<file path="src/rtl/acc_pkg.sv">
`timescale 1ns/1ps
package acc_pkg;

  // lock level, encoded as {Z,T}
  typedef enum logic [1:0] {
    FN_FREE   = 2'b00,
    FN_PROG   = 2'b01,
    FN_RDONLY = 2'b10,
    FN_LOCKED = 2'b11
  } fn_mode_e;

  // one nibble of a control register: {wr_pw, rd_pw, Z, T}
  typedef struct packed {
    logic     wr_pw;
    logic     rd_pw;
    fn_mode_e fn;
  } arr_rule_t;

  localparam int RULE_W = $bits(arr_rule_t);

endpackage

</file>
<file path="src/rtl/acc_nibble_sel.sv">
`timescale 1ns/1ps
module acc_nibble_sel
  import acc_pkg::*;
#(
  parameter int NUM_ARR = 4,
  localparam int SEL_W  = $clog2(NUM_ARR)
) (
  input  logic [NUM_ARR*RULE_W-1:0] ctrl_flat,
  input  logic [SEL_W-1:0]          sel,
  output arr_rule_t                 rule
);

  arr_rule_t rules [NUM_ARR];

  for (genvar g = 0; g < NUM_ARR; g++) begin : g_slot
    assign rules[g] = arr_rule_t'(ctrl_flat[g*RULE_W +: RULE_W]);
  end

  assign rule = rules[sel];

endmodule

</file>
<file path="src/rtl/acc_rule_eval.sv">
`timescale 1ns/1ps
module acc_rule_eval
  import acc_pkg::*;
#(
  parameter int DATA_W = 8
) (
  input  arr_rule_t          rule,
  input  logic               req_write,
  input  logic [DATA_W-1:0]  old_byte,
  input  logic [DATA_W-1:0]  new_byte,
  input  logic               pwd_ok,
  input  logic               cfg_mode,
  output logic               grant,
  output logic               pwd_need
);

  logic rising_bit;
  logic func_ok;

  // any stored 0 that would become 1
  assign rising_bit = |(~old_byte & new_byte);

  always_comb begin
    unique case (rule.fn)
      FN_FREE:   func_ok = 1'b1;
      FN_RDONLY: func_ok = !req_write;
      FN_PROG:   func_ok = !req_write || !rising_bit;
      default:   func_ok = 1'b0;
    endcase
  end

  always_comb begin
    if (cfg_mode) begin
      pwd_need = 1'b1;
      grant    = pwd_ok;
    end else begin
      pwd_need = req_write ? rule.wr_pw : rule.rd_pw;
      grant    = func_ok && (!pwd_need || pwd_ok);
    end
  end

endmodule

</file>
<file path="src/rtl/acc_abort_ctl.sv">
`timescale 1ns/1ps
module acc_abort_ctl (
  input  logic clk,
  input  logic rst,
  input  logic req_valid,
  input  logic grant,
  output logic allow,
  output logic violation
);

  logic aborted_q;
  logic viol_q;
  logic deny_now;

  assign deny_now  = req_valid && !grant && !aborted_q;
  assign allow     = req_valid && grant && !aborted_q;
  assign violation = viol_q;

  always_ff @(posedge clk) begin
    if (rst) begin
      aborted_q <= 1'b0;
      viol_q    <= 1'b0;
    end else begin
      viol_q <= deny_now;
      if (!req_valid) aborted_q <= 1'b0;
      else if (deny_now) aborted_q <= 1'b1;
    end
  end

endmodule

</file>
<file path="src/rtl/acc_perm_check.sv">
`timescale 1ns/1ps
module acc_perm_check
  import acc_pkg::*;
#(
  parameter int ADDR_W = 9,
  parameter int DATA_W = 8,
  parameter int CTRL_W = 8
) (
  input  logic              clk,
  input  logic              rst,
  input  logic              req_valid,
  input  logic [ADDR_W-1:0] req_addr,
  input  logic              req_write,
  input  logic [DATA_W-1:0] old_byte,
  input  logic [DATA_W-1:0] new_byte,
  input  logic              pwd_ok,
  input  logic              cfg_mode,
  input  logic [CTRL_W-1:0] ctrl_lo,
  input  logic [CTRL_W-1:0] ctrl_hi,
  output logic              allow,
  output logic              pwd_need,
  output logic              violation
);

  localparam int NUM_ARR = 2 * CTRL_W / RULE_W;
  localparam int SEL_W   = $clog2(NUM_ARR);

  arr_rule_t        rule;
  logic             grant;
  logic [SEL_W-1:0] arr_sel;
  logic             unused_low_addr;

  assign arr_sel         = req_addr[ADDR_W-1 -: SEL_W];
  assign unused_low_addr = ^req_addr[ADDR_W-SEL_W-1:0];

  acc_nibble_sel #(.NUM_ARR(NUM_ARR)) u_sel (
    .ctrl_flat (({ctrl_hi, ctrl_lo})),
    .sel       (arr_sel),
    .rule      (rule)
  );

  acc_rule_eval #(.DATA_W(DATA_W)) u_eval (
    .rule      (rule),
    .req_write (req_write),
    .old_byte  (old_byte),
    .new_byte  (new_byte),
    .pwd_ok    (pwd_ok),
    .cfg_mode  (cfg_mode),
    .grant     (grant),
    .pwd_need  (pwd_need)
  );

  acc_abort_ctl u_abort (
    .clk       (clk),
    .rst       (rst),
    .req_valid (req_valid),
    .grant     (grant),
    .allow     (allow),
    .violation (violation)
  );

endmodule

</file>
<file path="config.mk">
export PLATFORM = sky130hd
export DESIGN_NAME = acc_perm_check
export DESIGN_NICKNAME = d
export VERILOG_FILES = /design/src/rtl/acc_pkg.sv /design/src/rtl/acc_nibble_sel.sv /design/src/rtl/acc_rule_eval.sv /design/src/rtl/acc_abort_ctl.sv /design/src/rtl/acc_perm_check.sv
export SDC_FILE = /design/constraint.sdc
export NUM_CORES = 1
export LEC_CHECK = 0
export ABC_AREA = 1
export BUFFER_PORTS_ARGS = -buffer_cell sky130_fd_sc_hd__buf_2
export CAP_MARGIN = 10
export CORE_AREA = 2 2 39 41
export CTS_BUF_LIST = sky130_fd_sc_hd__clkbuf_2
export CTS_CLUSTER_DIAMETER = 40
export DETAILED_ROUTE_END_ITERATION = 7
export DIE_AREA = 0 0 41 43
export GPL_ROUTABILITY_DRIVEN = 0
export GPL_TIMING_DRIVEN = 0
export PLACE_DENSITY_LB_ADDON = 0.08
export RECOVER_POWER = 25
export SLEW_MARGIN = 0
export SYNTH_ARGS = -nofsm -noshare
export SYNTH_HDL_FRONTEND = slang
export SYNTH_SLANG_ARGS = --single-unit
</file>
<file path="constraint.sdc">
create_clock -name clk -period 1.9 [get_ports clk]
set_input_delay 0.19 -clock clk [delete_from_list [all_inputs] [get_ports clk]]
set_output_delay 0.19 -clock clk [all_outputs]
set_load 0.01 [all_outputs]
</file>
# Word-level counts from Yosys, hierarchy flattened
# Cells that the tools add are included.
[word_totals]
latch_bits = 0
n_memories = 0
out_inout_bits = 3
romBits = 0
register_bits = 2
elab_cells = 31
mem_bits_rw = 0
[classes]
shifts = 0
n_mux = 7
n_eq_ne = 2
div = 0
reduce_logical = 15
order_cmp = 1
mul = 0
n_addsub = 0
bitwise = 4
[op_table]
columns = ["op", "count"]
rows = [
  ["bitwise AND 8 bit", 1],
  ["binary-select mux 4 bit (select 2 bit)", 1],
  ["two-way mux 4 bit", 2],
  ["NOT 8 bit", 1],
  ["OR reduction 8 bit", 1],
  ["logical AND 1 bit", 5],
  ["logical NOT 1 bit", 5],
  [">= comparator 3 bit, second input constant", 1],
  ["two-way mux 1 bit", 3],
  ["NOT 2 -> 3 bit", 1],
  ["one-hot mux 1 bit (3 select lines)", 1],
  ["equality test 2 x 1 -> 1 bit, second input constant", 1],
  ["equality test 2 bit, second input constant", 1],
  ["logical NOT 2 bit", 1],
  ["logical OR 1 bit", 2],
  ["OR reduction 2 bit", 1],
  ["NOT 1 bit", 1],
]

# Depth between registers and ports, before layout
# Gate-level depths: netlist (run 1).
[depth]
word_depth = 12
depth_mapped = 11
depth_no_buf = 11

# By module
# Synthesis (run 1) repeated with hierarchy kept, for this count alone.
[unflattened]
cells_unflattened = 92
hier_area_um2 = 411.6
[by_module_without_submodules]
columns = ["mod", "seq_area_each_um2", "n_inst", "area_each_um2", "cells_per_inst"]
rows = [
  ["acc_nibble_sel", 0.0, 1, 196.4, 47],
  ["acc_rule_eval", 0.0, 1, 137.6, 33],
  ["acc_abort_ctl", 40.0, 1, 77.6, 12],
]

# Worst setup path after synthesis (run 1)
# OpenSTA, ideal clock, no wires.
[synth_timing]
path_type = "input-to-output"
startpoint = "input req_addr[7]"
endpoint = "output allow"
path_stages = 9
required_ns = 1.710
arrival_ns = 0.994
setup_slack_ns = 0.716
cell_sequence = "buf_6 inv_2 nand2_1 nand3_1 nand3_1 nand3_1 nand2_1 nand3_2 nor2_2"
[synth_via]
elab_chain_len = 11
[synth_lines]
columns = ["item", "line_no", "source"]
rows = [
  ["start: declaration", "acc_perm_check.sv:12", "input logic [ADDR_W-1:0] req_addr,"],
  ["NOT 2 -> 3 bit (not written as such) (*)", "acc_nibble_sel.sv:19", "assign rule = rules[sel];"],
  ["binary-select mux 4 bit (select 2 bit) (*)", "acc_nibble_sel.sv:19", ""],
  ["two-way mux 4 bit (not written as such) (*) (2 in series)", "acc_nibble_sel.sv:19", ""],
  ["branches (longest 3 deep; another with one-hot mux 1 bit (3 select lines))", "--", ""],
  ["logical AND 1 bit (*)", "acc_rule_eval.sv:38", "grant = func_ok && (!pwd_need || pwd_ok);"],
  ["two-way mux 1 bit (*)", "acc_rule_eval.sv:33", "if (cfg_mode) begin"],
  ["logical AND 1 bit (*) (2 in series)", "acc_abort_ctl.sv:16", "assign allow = req_valid && grant && !aborted_q;"],
  ["end: declaration", "acc_perm_check.sv:20", "output logic allow,"],
]
# Every way passes the cells marked *. The select of a mux whose other input is x is not followed.

# Worst setup path after layout (run 1)
# Same ends and word-level chain as after synthesis.

==> impl_metrics.yaml, run 1 <==
route:
  routed_via_density: 4.10
  detail_route.drc_violations: 0
  finalWirelength_um: 1010
  detail_route.wl_per_cell_um: 7.04
  routed-via-count: 586
  initialDrtViolationCount: 8
  antenna_violating_nets_post_route: 0
  number_of_optimization_iterations_in_the_first_detailed_route_pass: 4
worst_setup_path:
  crit_path_start: "req_addr[7]"
  crit_path_start_kind: "input port"
  rr_startpoint: "u_abort.aborted_q$_SDFFE_PP0P_"
  reg2reg_setup_slack_ns: 1.24
  timing.critical_path.to_type: "output pin"
  critical_path.max_fanout: 10
  worst_r2r_path_depth: 4
  worst_r2r_endpoint: "u_abort.aborted_q$_SDFFE_PP0P_"
  arrival_worst_endpoint_ns: 1.11
  cp-endpoint: "allow"
  critical_path_required_ns: 1.71
  criticalPathCategory: "input port to output pin"
synthesis:
  post_synth_top_area_share_pct: 36.2
  ys_seq_elements: 2
  synth_top_cell_by_area: "sky130_fd_sc_hd__nand2_1"
  synthesis.instances: 83
  number_of_nets_produced_by_synthesis: 130
  synth.yosys.warnings: 0
  netlist_top_cells_area: "sky130_fd_sc_hd__nand2_1 36%, sky130_fd_sc_hd__inv_1 22%, sky130_fd_sc_hd__nand3_1 14%, sky130_fd_sc_hd__dfxtp_1 10%, sky130_fd_sc_hd__nand3_2 5.2%"
  synth_area_per_cell_um2: 4.63
  post_synth_num_cell_types: 11
  post_synthesis_cell_area_um2: 384
  yosysSeqAreaShare_pct: 10.4
power:
  power.density_cell_area_mw_per_mm2: 351
  fin_total_pwr_uw: 218
  max-vdd-ir-drop_v: 0.0000824
  leak_pwr_uw: 0.000458
placed_design:
  numPortBuffers: 41
  hpwl_um: 907
global_routing:
  grt_overflow_total: 0
  grt_first_pass_wirelength_um: 1500
  first_global_vias: 460
  grt_util_all_layers_pct: 11.9
  grt_max_degree: 11
  antenna_violations_before_repair: 0
timing:
  fraction_of_the_cycle_the_final_worst_path_needs_pct: 68.4
  unrepaired_setup_endpoints_after_global_routing: "false"
  timing.fmax_mhz: 769
  maxSlewViolCount: 0
  setup_total_negative_slack_ns: 0
  finalClockSkew_ns: 0.00316
  timing_hold_violations_final: 0
  tightestPinTransition_ns: 0.133
  timing.max_slew.rel_slack_pct: 91.2
  setup_viol: 0
  layout_min_cycle_time_ns: 1.30
floorplan:
  design.core.area_mm2: 0.00138
  initial_utilization_pct: 27.8
  die_x_um: 41
  ioPinCount: 50
  design.die.area_mm2: 0.00176
  die_y_um: 43
  rows: 14
cts:
  clk_pin_slew_worst_paths_ns: 0.03
  ctsLongestPathBuffers: 2
  cts.root.buffer_cell: "sky130_fd_sc_hd__clkbuf_2"
  clk_sink_count: 2
  clock_buffers_created_by_tritoncts: 3
  postCtsResizedCells: 0
  hold_buffers: 0
  cts.repair_timing.setup_buffer_count: 0
  tritoncts: "yes"
  insertion_delay_ns: 0.19
  htree_num_levels: 1
layout:
  area_delta_synth_final_pct: 62.2
  post_route_cells_drive_above_1_share_pct: 37.8
  seqCellArea_um2: 40.0
  nNetsFinal: 176
  multi_input_comb_area_um2: 243
  fillers: 162
  antenna_diodes: 0
run:
  maxCapViolCount: 0
min_path:
  worst_hold_path_type: "input port to flop"
run_status:
  result_of_the_run: "finished, final reports clean"
Yosys cell counts:
cell type                 instances
sky130_fd_sc_hd__buf_6            1
sky130_fd_sc_hd__nand3_1         11
sky130_fd_sc_hd__a21oi_1          1
sky130_fd_sc_hd__inv_2            1
sky130_fd_sc_hd__nor2_1           3
sky130_fd_sc_hd__nand2_1         37
sky130_fd_sc_hd__dfxtp_1          2
sky130_fd_sc_hd__inv_1           23
sky130_fd_sc_hd__nand3_2          2
sky130_fd_sc_hd__or2_1            1
sky130_fd_sc_hd__nor2_2           1
power by group:
| part | switching (µW) | internal, µW |
|---|---|---|
| sequential | 0.555 | 45.0 |
| combinational | 52.4 | 55.9 |
| clock | 22.8 | 41.8 |
flip-flops by register name, summed over array words and instances (netlist names):
register / flops
u_abort.aborted_q: 1
u_abort.violation: 1
layout by cell type (no fill, tap or decap), drive strengths merged:
cell type	count
dfxtp	2
nor2	4
nand2	37
or2	1
buf	41
a21oi	1
clkbuf	4
inv	24
nand3	13
how the worst min path moves through the flow:
stage | end | slack, ns | start | depth (start not counted)
2_1_floorplan | u_abort.violation$_SDFF_PP0_ | 0.35 | rst | 3
3_3_place_gp | u_abort.violation$_SDFF_PP0_ | 0.44 | rst | 4
3_5_place_dp | u_abort.violation$_SDFF_PP0_ | 0.44 | rst | 4
4_1_cts | u_abort.violation$_SDFF_PP0_ | 0.24 | rst | 4
5_1_grt | u_abort.violation$_SDFF_PP0_ | 0.24 | rst | 4
6_report | u_abort.violation$_SDFF_PP0_ | 0.25 | rst | 4
logic make-up after synthesis:
| family | count (synthesis) | share of synthesized area (%) |
|---|---|---|
| buffers and inverters | 25 | 26.4 |
| and+or+nand+nor | 55 | 61.9 |
| DFF | 2 | 10.4 |
| AOI/OAI and AO/OA | 1 | 1.30 |
worst max-delay path, cell delays in order:
cell and delay (ns):
sky130_fd_sc_hd__buf_6 0.12, sky130_fd_sc_hd__or2_1 0.20, sky130_fd_sc_hd__nand3_1 0.07, sky130_fd_sc_hd__nand2_1 0.06, sky130_fd_sc_hd__nand2_1 0.06, sky130_fd_sc_hd__nand2_1 0.06
sky130_fd_sc_hd__nand3_2 0.08, sky130_fd_sc_hd__nand3_2 0.08, sky130_fd_sc_hd__nor2_2 0.07, sky130_fd_sc_hd__buf_2 0.12
stage by stage:
step           area, µm²  hold slack [ns]  setup WS (ns)  utilization (%)  instances
2_1_floorplan        384            0.347          0.716                -         83
3_3_place_gp         609            0.444          0.598             44.0        140
3_5_place_dp         609            0.443          0.588             44.0        140
4_1_cts              624            0.242          0.584             45.1        143
5_1_grt              623            0.235          0.497             45.0        143
6_report             623            0.246          0.600             45.0        143
cell type report:
cell class | count | share of cell area, %
clock buffers | 3 | 2.41
well taps | 16 | 3.21
inverters | 24 | 14.5
repair buffers | 41 | 32.7
plain buffers | 1 | 1.81
flip-flops and latches | 2 | 6.43
multi-input cells | 56 | 39.0
routing by layer:
metal	share of wire, %	vias up	GRT usage [%]
li1	-	327	-
met5	0	-	0
met2	51	24	21.6
met1	40	235	12.0
met3	8.7	0	1.57
met4	0	0	6.00
Note: power is estimated with default switching activity, not from simulation.
==> run 2, diff against run 1 <==
Clock period 1.9 ns to 1.2 ns, I/O delays scaled along.
==> impl_metrics.yaml, run 2 (synthesis results as in run 1) <==
power:
  max-vdd-ir-drop_v: 0.000147
  leak_pwr_uw: 0.000469
  power.density_cell_area_mw_per_mm2: 549
cts:
  clk_pin_slew_worst_paths_ns: 0.03
  clk_sink_count: 2
  clock_buffers_created_by_tritoncts: 3
  tritoncts: "yes"
  ctsLongestPathBuffers: 2
  insertion_delay_ns: 0.19
  htree_num_levels: 1
  cts.root.buffer_cell: "sky130_fd_sc_hd__clkbuf_2"
worst_setup_path:
  crit_path_start_kind: "input port"
  worstPathCellList: "buf_12, or2_1, nand3_1, nand2_1, nand2_1, nand2_1, nand3_2, nand3_2, nor2_2, buf_2"
  timing.critical_path.to_type: "output pin"
  critical-path-top-cell-by-count: "sky130_fd_sc_hd__nand2_1"
  timing.critical_path.slowest_cell_delay_ns: 0.20
  critical_path_required_ns: 1.08
  criticalPathCategory: "input port to output pin"
  critical_path.max_fanout: 10
  arrival_worst_endpoint_ns: 1.04
  critPathSlowestCell: "sky130_fd_sc_hd__or2_1"
timing:
  maxSlewViolCount: 0
  timing.final.ws_setup_ns: 0.0396
  timing.fmax_mhz: 862
  layout_min_cycle_time_ns: 1.16
  unrepaired_setup_endpoints_after_global_routing: "true"
  setup_total_negative_slack_ns: 0
  timing_hold_violations_final: 0
  fraction_of_the_cycle_the_final_worst_path_needs_pct: 96.7
  final.hold.worst_slack_ns: 0.177
  tightestPinTransition_ns: 0.133
  setup_viol: 0
  timing.max_slew.rel_slack_pct: 91.2
  finalClockSkew_ns: 0.00315
layout:
  postLayoutCoreUtil_pct: 46.7
  area_delta_synth_final_pct: 68.4
  antenna_diodes: 0
  nNetsFinal: 177
  fillers: 161
  post_route_cells_drive_above_1_share_pct: 39.8
  final_cell_area_um2: 647
  layout_commonest_cell: "sky130_fd_sc_hd__buf_2"
  top_library_cells_by_usage_in_the_layout_fill_and_taps_aside: "40 x sky130_fd_sc_hd__buf_2, 36 x sky130_fd_sc_hd__nand2_1, 23 x sky130_fd_sc_hd__inv_1"
route:
  antenna_violating_nets_post_route: 0
  finalWirelength_um: 1010
  detail_route.drc_violations: 0
  routed-via-count: 590
  detail_route.wl_per_cell_um: 7.01
  routed_via_density: 4.10
  number_of_optimization_iterations_in_the_first_detailed_route_pass: 4
  initialDrtViolationCount: 7
global_routing:
  antenna_violations_before_repair: 0
  grt_max_degree: 11
  first_global_vias: 460
  grt_util_all_layers_pct: 11.9
  grt_overflow_total: 0
  grt_first_pass_wirelength_um: 1500
placed_design:
  dp_worst_setup_slack_ns: 0.0281
  numPortBuffers: 41
  hpwl_um: 907
  place_area_um2: 609
floorplan:
  design.die.area_mm2: 0.00176
  design.core.area_mm2: 0.00138
  initial_utilization_pct: 27.8
  die_x_um: 41
  rows: 14
  ioPinCount: 50
  die_y_um: 43
run:
  maxCapViolCount: 0
min_path:
  worst_hold_path_type: "input port to flop"
run_status:
  result_of_the_run: "finished, final reports clean"
==> run 2: cell count changes in the layout (fill, tap and decap cells not counted) <==
cell and change:
sky130_fd_sc_hd__buf_12 +1, sky130_fd_sc_hd__buf_4 +1, sky130_fd_sc_hd__buf_6 -1, sky130_fd_sc_hd__nand2_1 -1, sky130_fd_sc_hd__nand2_2 +1, sky130_fd_sc_hd__nand3_1 -1, sky130_fd_sc_hd__nand3_2 +1
==> run 2: timing repair <==
action / in CTS / in global routing
setup endpoints to repair: 0 / 1
setup buffers: 0 / 1
hold buffers: 0 / 0
resized for setup: 0 / 4
==> run 2: critical path, delay by kind of cell <==
kind / cells / cell delay [ns]
buffers and inverters: 2 / 0.23
and+or+nand+nor: 8 / 0.68
==> run 2: per-layer routing <==
| layer | track usage [%] | part of all wire (%) | vias up |
|---|---|---|---|
| met1 | 12.0 | 40 | 237 |
| met2 | 21.6 | 51 | 24 |
| met5 | 0 | 0 | - |
| met4 | 6.00 | 0 | 0 |
| li1 | - | - | 329 |
| met3 | 1.57 | 8.7 | 0 |
==> run 2: through the flow <==
| step | total power [µW] | std cells |
|---|---|---|
| 5_1_grt | 397 | 144 |
| 4_1_cts | 353 | 143 |
| 2_1_floorplan | 167 | 83 |
| 3_5_place_dp | 247 | 140 |
| 6_report | 355 | 144 |
| 3_3_place_gp | 245 | 140 |
==> run 2: cell type report <==
type / instances / area [µm²] / area share (%)
Timing Repair Buffer: 42 / 211 / 32.7
Clock buffer: 3 / 15.0 / 2.32
Inverter: 24 / 90.1 / 13.9
Tap cell: 16 / 20.0 / 3.09
Sequential cell: 2 / 40.0 / 6.19
Buffer: 1 / 20.0 / 3.09
Multi-Input combinational cell: 56 / 250 / 38.7
==> run 2: power breakdown <==
group          total [µW]  switching (µW)  internal [µW]
clock network         102            35.5           66.1
logic                 182            85.5           96.2
registers            72.1           0.879           71.2
==> run 2: worst paths after layout <==
check / start / endpoint / slack, ns / cells past startpoint
setup / recovery: req_addr[7] / allow / 0.04 / 10
hold / removal: rst / u_abort.violation$_SDFF_PP0_ / 0.18 / 4
setup reg to reg: u_abort.aborted_q$_SDFFE_PP0P_ / u_abort.aborted_q$_SDFFE_PP0P_ / 0.54 / 4
hold reg to reg: u_abort.aborted_q$_SDFFE_PP0P_ / u_abort.violation$_SDFF_PP0_ / 0.49 / 3
